`src/rtl/epp_pkg.sv`:
```
package epp_pkg;
  typedef enum logic [1:0] {ST_IDLE, ST_STB, ST_REL, ST_RSP} epp_st_e;

  localparam logic [2:0] OFS_STATUS = 3'd1;
  localparam logic [2:0] OFS_EADDR  = 3'd3;
  localparam logic [2:0] OFS_EDATA  = 3'd4;

  // control bits that take part in the mode check: dir, select, init, autofeed, strobe
  localparam logic [7:0] MODE_MASK = 8'h2F;
  localparam logic [7:0] MODE_WR   = 8'h04;
  localparam logic [7:0] MODE_RD   = 8'h24;
endpackage

```
`src/rtl/epp_mode_gate.sv`:
```
module epp_mode_gate
  import epp_pkg::*;
(
  input  logic [7:0] ctrl_i,
  output logic       wr_ok_o,
  output logic       rd_ok_o
);
  logic [7:0] masked;
  assign masked  = ctrl_i & MODE_MASK;
  assign wr_ok_o = (masked == MODE_WR);
  assign rd_ok_o = (masked == MODE_RD);
endmodule

```
`src/rtl/epp_tmo_flag.sv`:
```
module epp_tmo_flag (
  input  logic clk,
  input  logic rst_n,
  input  logic set_i,
  input  logic clr_i,
  output logic flag_o
);
  always_ff @(posedge clk or negedge rst_n) begin
    if (!rst_n)     flag_o <= 1'b0;
    else if (set_i) flag_o <= 1'b1;
    else if (clr_i) flag_o <= 1'b0;
  end
endmodule

```
`src/rtl/epp_xfer_fsm.sv`:
```
module epp_xfer_fsm
  import epp_pkg::*;
#(
  parameter int DATA_W = 32,
  parameter int CNT_W  = 8
) (
  input  logic              clk,
  input  logic              rst_n,
  input  logic              req_valid,
  output logic              req_ready,
  input  logic              req_write,
  input  logic [2:0]        req_addr,
  input  logic [1:0]        req_size,
  input  logic [DATA_W-1:0] req_wdata,
  output logic              rsp_valid,
  output logic [DATA_W-1:0] rsp_rdata,
  input  logic [7:0]        sts_pins,
  input  logic              flag_i,
  output logic              tmo_set_o,
  output logic              flag_clr_o,
  input  logic              wr_ok_i,
  input  logic              rd_ok_i,
  input  logic [CNT_W-1:0]  tmo_limit,
  output logic              write_n,
  output logic              dstb_n,
  output logic              astb_n,
  output logic [7:0]        dout,
  output logic              doe,
  input  logic              wait_i,
  input  logic [7:0]        din
);
  localparam int NB    = DATA_W / 8;
  localparam int IDX_W = (NB > 1) ? $clog2(NB) : 1;

  epp_st_e           st;
  logic [IDX_W-1:0]  idx, last;
  logic [CNT_W-1:0]  cnt;
  logic              is_wr, is_adr;
  logic [DATA_W-1:0] wdata, rdata;

  logic              accept, is_epp, allowed, tmo_hit;
  logic [IDX_W-1:0]  new_last;
  logic [DATA_W-1:0] new_ones, cur_ones;

  function automatic logic [DATA_W-1:0] ones_upto(input logic [IDX_W-1:0] l);
    logic [DATA_W-1:0] m;
    for (int b = 0; b < NB; b++) m[b*8 +: 8] = (b <= int'(l)) ? 8'hFF : 8'h00;
    return m;
  endfunction

  assign accept  = req_valid && (st == ST_IDLE);
  assign is_epp  = (req_addr == OFS_EADDR) || (req_addr == OFS_EDATA);
  assign allowed = req_write ? wr_ok_i : rd_ok_i;

  always_comb begin
    if (req_addr == OFS_EADDR || req_size == 2'd0) new_last = '0;
    else if (req_size == 2'd1)                      new_last = IDX_W'(1);
    else                                            new_last = IDX_W'(NB - 1);
  end
  assign new_ones = ones_upto(new_last);
  assign cur_ones = ones_upto(last);

  assign tmo_hit    = (cnt == tmo_limit) &&
                      (((st == ST_STB) && !wait_i) || ((st == ST_REL) && wait_i));
  assign tmo_set_o  = tmo_hit;
  assign flag_clr_o = accept && req_write && (req_addr == OFS_STATUS) && req_wdata[0];

  always_ff @(posedge clk or negedge rst_n) begin
    if (!rst_n) begin
      st     <= ST_IDLE;
      idx    <= '0;
      last   <= '0;
      cnt    <= '0;
      is_wr  <= 1'b0;
      is_adr <= 1'b0;
      wdata  <= '0;
      rdata  <= '0;
    end else begin
      unique case (st)
        ST_IDLE: if (accept) begin
          is_wr  <= req_write;
          is_adr <= (req_addr == OFS_EADDR);
          wdata  <= req_wdata;
          idx    <= '0;
          cnt    <= '0;
          last   <= new_last;
          if (is_epp && allowed) begin
            st    <= ST_STB;
            rdata <= '0;
          end else begin
            st <= ST_RSP;
            if (req_write)                    rdata <= '0;
            else if (req_addr == OFS_STATUS)  rdata <= DATA_W'({sts_pins[7:1], flag_i});
            else if (is_epp)                  rdata <= new_ones;
            else                              rdata <= '1;
          end
        end
        ST_STB: begin
          if (wait_i) begin
            if (!is_wr) rdata[{idx, 3'b000} +: 8] <= din;
            st  <= ST_REL;
            cnt <= '0;
          end else if (tmo_hit) begin
            st <= ST_RSP;
            if (!is_wr) rdata <= cur_ones;
          end else begin
            cnt <= CNT_W'(cnt + 1'b1);
          end
        end
        ST_REL: begin
          if (!wait_i) begin
            cnt <= '0;
            if (idx == last) st <= ST_RSP;
            else begin
              idx <= IDX_W'(idx + 1'b1);
              st  <= ST_STB;
            end
          end else if (tmo_hit) begin
            st <= ST_RSP;
            if (!is_wr) rdata <= cur_ones;
          end else begin
            cnt <= CNT_W'(cnt + 1'b1);
          end
        end
        default: st <= ST_IDLE;
      endcase
    end
  end

  assign req_ready = (st == ST_IDLE);
  assign rsp_valid = (st == ST_RSP);
  assign rsp_rdata = rdata;
  assign dstb_n    = !((st == ST_STB) && !is_adr);
  assign astb_n    = !((st == ST_STB) && is_adr);
  assign write_n   = !(is_wr && ((st == ST_STB) || (st == ST_REL)));
  assign doe       = !write_n;
  assign dout      = wdata[{idx, 3'b000} +: 8];
endmodule

```
`src/rtl/epp_cycle_engine.sv`:
```
module epp_cycle_engine #(
  parameter int DATA_W = 32,
  parameter int CNT_W  = 8
) (
  input  logic              clk,
  input  logic              rst_n,
  input  logic [7:0]        ctrl_reg,
  input  logic [7:0]        sts_pins,
  input  logic [CNT_W-1:0]  tmo_limit,
  input  logic              req_valid,
  output logic              req_ready,
  input  logic              req_write,
  input  logic [2:0]        req_addr,
  input  logic [1:0]        req_size,
  input  logic [DATA_W-1:0] req_wdata,
  output logic              rsp_valid,
  output logic [DATA_W-1:0] rsp_rdata,
  output logic              tmo_flag,
  output logic              epp_write_n,
  output logic              epp_dstb_n,
  output logic              epp_astb_n,
  output logic [7:0]        epp_dout,
  output logic              epp_doe,
  input  logic              epp_wait,
  input  logic [7:0]        epp_din
);
  logic wr_ok, rd_ok, tmo_set, flag_clr;

  epp_mode_gate i_gate (
    .ctrl_i  (ctrl_reg),
    .wr_ok_o (wr_ok),
    .rd_ok_o (rd_ok)
  );

  epp_tmo_flag i_flag (
    .clk    (clk),
    .rst_n  (rst_n),
    .set_i  (tmo_set),
    .clr_i  (flag_clr),
    .flag_o (tmo_flag)
  );

  epp_xfer_fsm #(.DATA_W(DATA_W), .CNT_W(CNT_W)) i_fsm (
    .clk        (clk),
    .rst_n      (rst_n),
    .req_valid  (req_valid),
    .req_ready  (req_ready),
    .req_write  (req_write),
    .req_addr   (req_addr),
    .req_size   (req_size),
    .req_wdata  (req_wdata),
    .rsp_valid  (rsp_valid),
    .rsp_rdata  (rsp_rdata),
    .sts_pins   (sts_pins),
    .flag_i     (tmo_flag),
    .tmo_set_o  (tmo_set),
    .flag_clr_o (flag_clr),
    .wr_ok_i    (wr_ok),
    .rd_ok_i    (rd_ok),
    .tmo_limit  (tmo_limit),
    .write_n    (epp_write_n),
    .dstb_n     (epp_dstb_n),
    .astb_n     (epp_astb_n),
    .dout       (epp_dout),
    .doe        (epp_doe),
    .wait_i     (epp_wait),
    .din        (epp_din)
  );
endmodule

```
`config.mk`:
```
export PLATFORM = sky130hd
export DESIGN_NAME = epp_cycle_engine
export DESIGN_NICKNAME = d
export VERILOG_FILES = /design/src/rtl/epp_pkg.sv /design/src/rtl/epp_mode_gate.sv /design/src/rtl/epp_tmo_flag.sv /design/src/rtl/epp_xfer_fsm.sv /design/src/rtl/epp_cycle_engine.sv
export SDC_FILE = /design/constraint.sdc
export NUM_CORES = 1
export LEC_CHECK = 0
export ABC_AREA = 1
export BUFFER_PORTS_ARGS = -buffer_cell sky130_fd_sc_hd__buf_2
export CORE_UTILIZATION = 38
export DETAILED_ROUTE_END_ITERATION = 10
export PLACE_DENSITY = 0.7
export SYNTH_ARGS = -nofsm -noshare
export SYNTH_HDL_FRONTEND = slang
export SYNTH_SLANG_ARGS = --single-unit
export TNS_END_PERCENT = 1
```
`constraint.sdc`:
```
create_clock -name clk -period 4.49 [get_ports clk]
set_input_delay 0.2245 -clock clk [delete_from_list [all_inputs] [get_ports clk]]
set_output_delay 0.2245 -clock clk [all_outputs]
set_load 0.01 [all_outputs]
```
Yosys cells after proc, flatten, opt, wreduce, memory -nomap -nowiden
Cells that the tools add are included.

operators by class
  shift-type cells = 3
  reductions and logical operators = 29
  $add $sub $neg = 3
  multiplexer cells = 39
  order comparisons = 6
  equal/unequal tests = 16

operator list
  kind                    number
  $mux 32                 10
  $pmux 32 s3             1
  $mux 8                  10
  $bwmux 32               1
  $shift 8x7->32 const A  1
  $shiftx 32x6->8         1
  $shiftx 8x7->32         1
  $pmux 8 s3              1
  $mux 2                  11
  $logic_and 1x1->1       11
  $add 8x1->8 const B     1
  $eq 8x8->1              1
  $le 2x2->1 const A      4
  $reduce_and 4->1        2
  $neg 5->7               1
  $ne 2x2->1 const B      3
  $pmux 2 s3              1
  $eq 5x3->1 const B      1
  $eq 5x5->1 const B      1
  $logic_not 1->1         5
  $eq 2x1->1 const B      2
  $eq 2x2->1 const B      2
  $le 1x2->1 const A      2
  $logic_not 2->1         2
  other kinds (13)        20

word-level totals
  logic and storage cells = 105
  output and inout port bits = 47
  register bits after elaboration = 81

Longest topological paths before layout
Gate-level depths: netlist of the first run.

  depth after elaboration = 11
  gate-level depth with buffers = 14

By module
From an unflattened synthesis of the first run, not the netlist that was laid out.

unflattened totals
  cell total of the unflattened synthesis = 879
  area total of the unflattened synthesis = 5612.9 µm²

modules (own cells, without submodules)
  module         instances  cells an instance  area each (µm²)
  epp_xfer_fsm   1          867                5546.6
  epp_tmo_flag   1          5                  40.0
  epp_mode_gate  1          7                  26.3

Worst setup path after synthesis of the first run
OpenSTA, ideal clock, no wires.

  kind = register -> register
  start = reg i_fsm.idx[0]
  end = reg i_fsm.rdata[24] (netlist: i_fsm.rsp_rdata[24])
  stages on the path, launching flop included = 14
  required time = 4417 ps
  path buffers = 4
  arrival = 2381 ps
  path slack = 2036 ps
  setup time = 73 ps
  path through = dfrtp_1 -> buf_2 -> inv_1 -> clkbuf_1 -> clkbuf_1 -> ha_1 -> inv_1 -> clkbuf_1 -> nand2_1 -> o22ai_1 -> nand2_1 -> nand2_1 -> nand2_1 -> a21oi_2

on the way
  word-level cells in the longest chain between the ends = 6
  elaborated cells on any way between the ends = 7

RTL lines
  item                                                      RTL line             source
  start, declared                                           epp_xfer_fsm.sv:36   logic [IDX_W-1:0] idx, last;
  start signal, assigned                                    epp_xfer_fsm.sv:115  idx <= IDX_W'(idx + 1'b1);
  $neg 5->7 *                                               epp_xfer_fsm.sv:100  if (!is_wr) rdata[{idx, 3'b000} +: 8] <= din;
  $shiftx 8x7->32 / $shift 8x7->32 (equally long branches)  epp_xfer_fsm.sv:100
  $bwmux 32 *                                               epp_xfer_fsm.sv:100
  $mux 32 *                                                 epp_xfer_fsm.sv:100
  $mux 32 *                                                 epp_xfer_fsm.sv:99   if (wait_i) begin
  $pmux 32 s3 *                                             epp_xfer_fsm.sv:79   unique case (st)
  end signal, assigned                                      epp_xfer_fsm.sv:93   else if (req_addr == OFS_STATUS) rdata <= DATA_W'({sts_pins[7:1], flag_i});
  end signal, assigned by index                             epp_xfer_fsm.sv:100
  end signal, assigned                                      epp_xfer_fsm.sv:105  if (!is_wr) rdata <= cur_ones;
  end, declared                                             epp_xfer_fsm.sv:39   logic [DATA_W-1:0] wdata, rdata;

Mark *: on every way between the ends. The rest lies on a longest branch, timed or not. The select of a mux whose other input is x is not followed.
A chain may end at the register's enable or synchronous reset.

Final worst setup path of the first run
  start = reg i_fsm.st[1]
  end = reg i_fsm.rdata[20] (netlist: i_fsm.rsp_rdata[20])

on the way
  word-level cells in the longest chain between the ends = 7
  elaborated cells on any way between the ends = 17

RTL lines
  item                                             RTL line                                source
  start, declared                                  epp_xfer_fsm.sv:35                      epp_st_e st;
  start signal, assigned                           epp_xfer_fsm.sv:70                      st <= ST_IDLE;
  start signal, assigned                           epp_xfer_fsm.sv:88                      st <= ST_STB;
  start signal, assigned                           epp_xfer_fsm.sv:91                      st <= ST_RSP;
  $eq 2x1->1 / $eq 2x2->1 (equally long branches)  epp_xfer_fsm.sv:64, epp_xfer_fsm.sv:79
  $logic_and 1x1->1                                epp_xfer_fsm.sv:64                      (((st == ST_STB) && !wait_i) || ((st == ST_REL) && wait_i));
  $logic_or 1x1->1                                 epp_xfer_fsm.sv:64
  $logic_and 1x1->1                                epp_xfer_fsm.sv:63                      assign tmo_hit = (cnt == tmo_limit) &&
  $mux 32                                          n/a
  $mux 32 (on tied branches)                       n/a
  $pmux 32 s3                                      epp_xfer_fsm.sv:79
  end signal, assigned                             epp_xfer_fsm.sv:93
  end signal, assigned                             epp_xfer_fsm.sv:94                      else if (is_epp) rdata <= new_ones;
  end signal, assigned by index                    epp_xfer_fsm.sv:100

Parallel ways exist; a longest one is shown, timed or not. The select of a mux whose other input is x is not followed.

==> out/qor.yml, run 1 <==
critical_path:
  worstSetupStartpointType: "flip-flop"
  worst_path_most_repeated_cell: "nand2_2"
  reg2reg_from: "i_fsm.st[1]$_DFFE_PN0P_"
  crit_chain: "inv_1 > ha_1 > nand2_2 > inv_2 > a211oi_4 > buf_4 > nand3_1 > nand2_2 > a21oi_1"
  crit_start: "i_fsm.st[1]$_DFFE_PN0P_"
  end_kind: "flip-flop"
  worstPathRequired_ps: 4700
  slowest_delay_ps: 430
  cp_top_family: "simple AND/OR/NAND/NOR gates"
  path_buf_inv: 3
  critPathArrivalTime_ps: 3100
  path_class: "flip-flop to flip-flop"
  crit_fanout: 43
  critPathSlowestCell: "buf_4"
routing:
  ant_nets: 0
  via_per_inst: 5.12
  route.vias.total: 5371
  wl_per_cell_microns: 14.4
  drtIter0Drc: 400
  drc: 0
  routed_wl_microns: 15100
  drt_first_pass_iters: 5
cts:
  cts_num_sinks: 81
  clk_pin_slew_worst_paths_ps: 60
  cts_setup_buffers: 0
  cts_tree: "done"
  ctsResizeCount: 0
  clk_latency_ps: 340
  cts-htree-levels: 3
  cts_buffer_depth: 2
  cts_root_buf: "clkbuf_16"
  cts_buffers: 9
logic_synthesis:
  yosys_most_used_dff: "dfrtp_1"
  syn_area_sq_mm: 0.00530
  synth.distinct_cells: 37
  synth_compound_area_share_pct: 18.5
  yosys.area_share.adder_pct: 2.36
  synth_edf_count: 0
  synth_seq_area_share_pct: 38.2
  async_flop_share_pct: 100
  synth_top_family_by_area: "simple AND/OR/NAND/NOR gates"
  ys_warn_count: 0
  syn_nets: 859
  synth-xor-area-share_pct: 1.16
  synthSimpleGateAreaFrac_pct: 30.1
  synthMuxAreaShare_pct: 0
  avgSynthCellArea_sq_um: 6.84
  ys_ff_latch: 81
  syn_inst: 775
layout:
  nets: 955
  final_common_cell: "nand2_1"
  area_growth_pct: 18.4
  final_cell_mix: "nand2_1 (258), buf_2 (115), dfrtp_1 (81)"
  fillers: 1444
  diodes: 0
  drive_above_1_share_pct: 19.9
floorplanning:
  design.core.area_sq_mm: 0.0135
  core.rowCount: 42
  fp.dieH_microns: 120
  io_pins: 121
  initial_core_util_pct: 39.4
  die_x_microns: 120
  die_area_sq_mm: 0.0144
run_status:
  outcome: "finished clean"
placement:
  post-place-ws_ps: 1580
  post-dp-hpwl_microns: 10600
  io_buffer_count: 116
  place_congestion: 0.825
pwr:
  power_leakage_nw: 3.25
  power_density_mw_per_mm2: 773
  ir_drop_mv: 0.364
  fin_total_pwr_mw: 4.86
grt:
  grt_use_total_pct: 21.8
  grt_start_max_net_pins: 53
  grt_pass1_vias: 4841
  grt_pass1_wl_microns: 24500
  antenna_found_initial: 2
  gr-total-overflow: 0
sta:
  worst_pin_slew_ps: 979
  setup_ws_ps: 1600
  post-route-period-util_pct: 64.3
  drv_slew: 0
  hold_viol_final: 0
  slew_headroom_pct: 34.7
  finalSetupViolCount: 0
  skew_ps: 4.03
  fin_crit_ps: 2890
  fmax_mhz: 346
  finalSetupTns_ps: 0
  grt_setup_unrepaired: "false"
worst_hold_path:
  hp-start: "req_wdata[1]"
  hp-class: "input port to flip-flop"
flow_run:
  maxCapViolCount: 0
flip-flops by register name, summed over array words and instances (netlist names):
register,flops
i_flag.flag_o,1
i_fsm.last,2
i_fsm.rsp_rdata,32
i_fsm.wdata,32
i_fsm.cnt,8
i_fsm.is_wr,1
i_fsm.idx,2
i_fsm.st,2
i_fsm.is_adr,1
cell families after synthesis:
logic type      Yosys count
fa+ha+maj                10
xor+xnor                  7
buf+inv                 124
flops                    81
simple gates            386
compound gates          167
report_power, final:
group,total [mW],switching (mW),leakage (nW),internal (mW)
combinational,2.70,1.75,2.10,0.945
sequential,1.38,0.297,1.00,1.08
clock,0.782,0.300,0.151,0.482
worst reg2reg max path: stages (launching register included):
cell      delay [ps]
dfrtp_1          390
inv_1             90
ha_1             240
nand2_2          330
inv_2            270
a211oi_4         280
buf_4            430
nand3_1          160
nand2_2          410
a21oi_1          140
metrics by stage:
stage	hold slack [ps]	util, %	area (sq um)	instances
2_1_floorplan	-71.1	-	5300	775
3_3_place_gp	182	44.3	5960	1035
3_5_place_dp	184	44.3	5960	1035
4_1_cts	58.1	46.7	6280	1050
5_1_grt	62.5	46.7	6280	1050
6_report	68.9	46.7	6280	1050
per-layer routing:
metal	track usage (%)	share of wire, %
met3	6.84	8.2
met5	0	0.15
met1	28.8	44
met4	4.61	1.2
met2	34.7	47
repair_timing:
action                                 CTS  global route
endpoints found under the hold margin   29             0
hold buffers                             1             0
setup endpoints to repair                0             0
worst paths after layout:
| path | cells after the start | slack, ps | endpoint |
|---|---|---|---|
| setup / recovery | 9 | 1600 | i_fsm.rsp_rdata[20]$_DFFE_PN0P_ |
| max in group asynchronous | 3 | 3120 | i_fsm.rsp_rdata[30]$_DFFE_PN0P_ |
| hold reg to reg | 2 | 470 | i_fsm.wdata[20]$_DFFE_PN0P_ |
| setup reg to reg | 9 | 1600 | i_fsm.rsp_rdata[20]$_DFFE_PN0P_ |
| min in group asynchronous | 2 | 360 | i_fsm.cnt[5]$_DFFE_PN0P_ |
| hold / removal | 3 | 70 | i_fsm.wdata[1]$_DFFE_PN0P_ |
Yosys cell counts, types with 4 or more instances:
master / n / area, sq um
a21oi_1: 30 / 150
a21oi_2: 13 / 114
buf_2: 8 / 40.0
buf_6: 4 / 45.0
clkbuf_1: 22 / 82.6
clkinv_1: 8 / 30.0
dfrtp_1: 81 / 2030
ha_1: 10 / 125
inv_1: 69 / 259
inv_2: 9 / 33.8
nand2_1: 258 / 968
nand3_1: 48 / 240
nand3_2: 4 / 40.0
nor2_1: 59 / 221
nor3_1: 4 / 20.0
o211ai_1: 10 / 75.1
o21ai_0: 67 / 335
o21ai_1: 17 / 85.1
o22ai_1: 16 / 100
o31ai_1: 9 / 67.6
xnor2_1: 6 / 52.6
layout make-up:
type / count / area [sq um] / area share [%]
inverter: 86 / 323 / 5.14
timing repair buffer: 123 / 638 / 10.2
multi-input combinational: 570 / 2760 / 44.0
tap: 176 / 220 / 3.51
clock buffer: 9 / 225 / 3.59
sequential: 81 / 2030 / 32.3
clock inverter: 5 / 82.6 / 1.32
No activity file was read; power rests on OpenSTA's default activity.
==> run 2: changes to the inputs <==
==> constraint.sdc (replaced) <==
create_clock -name clk -period 3 [get_ports clk]
set_input_delay 0.15 -clock clk [delete_from_list [all_inputs] [get_ports clk]]
set_output_delay 0.15 -clock clk [all_outputs]
set_load 0.01 [all_outputs]
==> out/qor.yml, run 2 (synthesis gave the netlist of run 1 again) <==
cts:
  clk_pin_slew_worst_paths_ps: 70
  ctsResizeCount: 0
  postCtsHoldBufs: 16
  clk_latency_ps: 350
  cts_setup_buffers: 0
  cts_buffers: 9
  cts_buffer_depth: 2
  cts_num_sinks: 81
  cts_tree: "done"
  cts_root_buf: "clkbuf_16"
  cts-htree-levels: 3
flow_run:
  maxCapViolCount: 0
placement:
  post-place-ws_ps: 482
  post-dp-hpwl_microns: 10700
  io_buffer_count: 116
  place_congestion: 0.877
sta:
  finalSetupTns_ps: 0
  fin_crit_ps: 2540
  post-route-period-util_pct: 84.6
  slew_headroom_pct: 29.5
  hold_viol_final: 4
  drv_slew: 0
  worst_pin_slew_ps: 1060
  holdWs_ps: -11.3
  grt_setup_unrepaired: "false"
  finalSetupViolCount: 0
  setup_ws_ps: 463
  skew_ps: 8.98
  fmax_mhz: 394
critical_path:
  worstSetupStartpointType: "flip-flop"
  slowest_delay_ps: 450
  crit_fanout: 37
  critPathArrivalTime_ps: 2770
  end_kind: "flip-flop"
  path_buf_inv: 4
  cp.depth: 9
  critPathSlowestCell: "buf_4"
  r2r_cells: 9
  crit_chain: "inv_1 > ha_1 > nand2_2 > inv_2 > a211oi_4 > buf_4 > nand3_1 > clkinv_1 > a21oi_1"
  path_class: "flip-flop to flip-flop"
  cp_top_family: "buffers and inverters"
  worstPathRequired_ps: 3230
grt:
  antenna_found_initial: 1
  grt_start_max_net_pins: 82
  gr-total-overflow: 0
  grt_use_total_pct: 22.5
  grt_pass1_vias: 5151
  grt_pass1_wl_microns: 25600
pwr:
  fin_total_pwr_mw: 7.43
  power_leakage_nw: 3.35
  ir_drop_mv: 0.614
  power_density_mw_per_mm2: 1150
routing:
  wl_per_cell_microns: 14.4
  ant_nets: 0
  drtIter0Drc: 460
  via_per_inst: 5.12
  drt_first_pass_iters: 5
  route.vias.total: 5480
  routed_wl_microns: 15400
  drc: 0
worst_hold_path:
  hp-class: "input port to async pin"
floorplanning:
  initial_core_util_pct: 39.4
  fp.dieH_microns: 120
  design.core.area_sq_mm: 0.0135
  die_area_sq_mm: 0.0144
  die_x_microns: 120
  core.rowCount: 42
  io_pins: 121
layout:
  final_common_cell: "nand2_1"
  area_growth_pct: 22.3
  utilization_pct: 48.2
  drive_above_1_share_pct: 20.1
  final_cell_mix: "nand2_1 (258), buf_2 (115), dfrtp_1 (81)"
  nets: 974
  diodes: 0
run_status:
  outcome: "finished, violations left"
  violations: "negative hold slack"
[run 2: changes by cell type in the layout (fill, tap and decap cells not counted), sizes merged]
cell / delta
buf: +4
inv: +5
clkinv: -3
dlygate4sd3: +15
[run 2: layout make-up]
| cell class | count | area [sq um] |
|---|---|---|
| clock buffers | 9 | 225 |
| clock inverters | 7 | 109 |
| fillers | 1392 | 6970 |
| inverters | 86 | 323 |
| multi-input cells | 570 | 2760 |
| flip-flops and latches | 81 | 2030 |
| well taps | 176 | 220 |
| repair buffers | 142 | 818 |
[run 2: worst reg2reg max path, delay by kind of cell, from the launching register on]
| kind | cells | cell delay, ps |
|---|---|---|
| AOI/OAI and AO/OA | 2 | 460 |
| adders and majority gates | 1 | 240 |
| buffers and inverters | 4 | 870 |
| DFF | 1 | 390 |
| and+or+nand+nor | 2 | 460 |
[run 2: path summary, 6_finish.rpt]
kind / start / endpoint / slack [ps]
setup / recovery: i_fsm.st[1]$_DFFE_PN0P_ / i_fsm.rsp_rdata[0]$_DFFE_PN0P_ / 460
hold / removal: rst_n / i_fsm.cnt[6]$_DFFE_PN0P_ / -10
setup reg to reg: i_fsm.st[1]$_DFFE_PN0P_ / i_fsm.rsp_rdata[0]$_DFFE_PN0P_ / 460
hold reg to reg: i_fsm.wdata[20]$_DFFE_PN0P_ / i_fsm.wdata[20]$_DFFE_PN0P_ / 470
max in group asynchronous: rst_n / i_fsm.wdata[19]$_DFFE_PN0P_ / 2330
min in group clk: req_wdata[17] / i_fsm.wdata[17]$_DFFE_PN0P_ / 10
[run 2: per-stage QoR]
stage	area (sq um)	hold WS, ps	instances
global placement	5990	345	1039
floorplan	5300	-146	775
detailed placement	5990	347	1039
CTS	6490	0.773	1071
global route	6490	3.81	1071
finish	6490	-11.3	1071
[run 2: layer usage]
layer / vias to the layer above / GRT usage, % / wire length, microns
met1: 2524 / 29.4 / 6800
met4: 2 / 7.73 / 308
met3: 28 / 4.56 / 976
li1: 2730 / - / -
met5: - / 0 / 10
met2: 196 / 37.0 / 7330
[run 2: where the power goes]
part           switching [mW]  internal (mW)  total [mW]
logic                    2.68           1.45        4.14
clock network           0.501          0.750        1.25
registers               0.434           1.61        2.05
total                    3.62           3.81        7.43
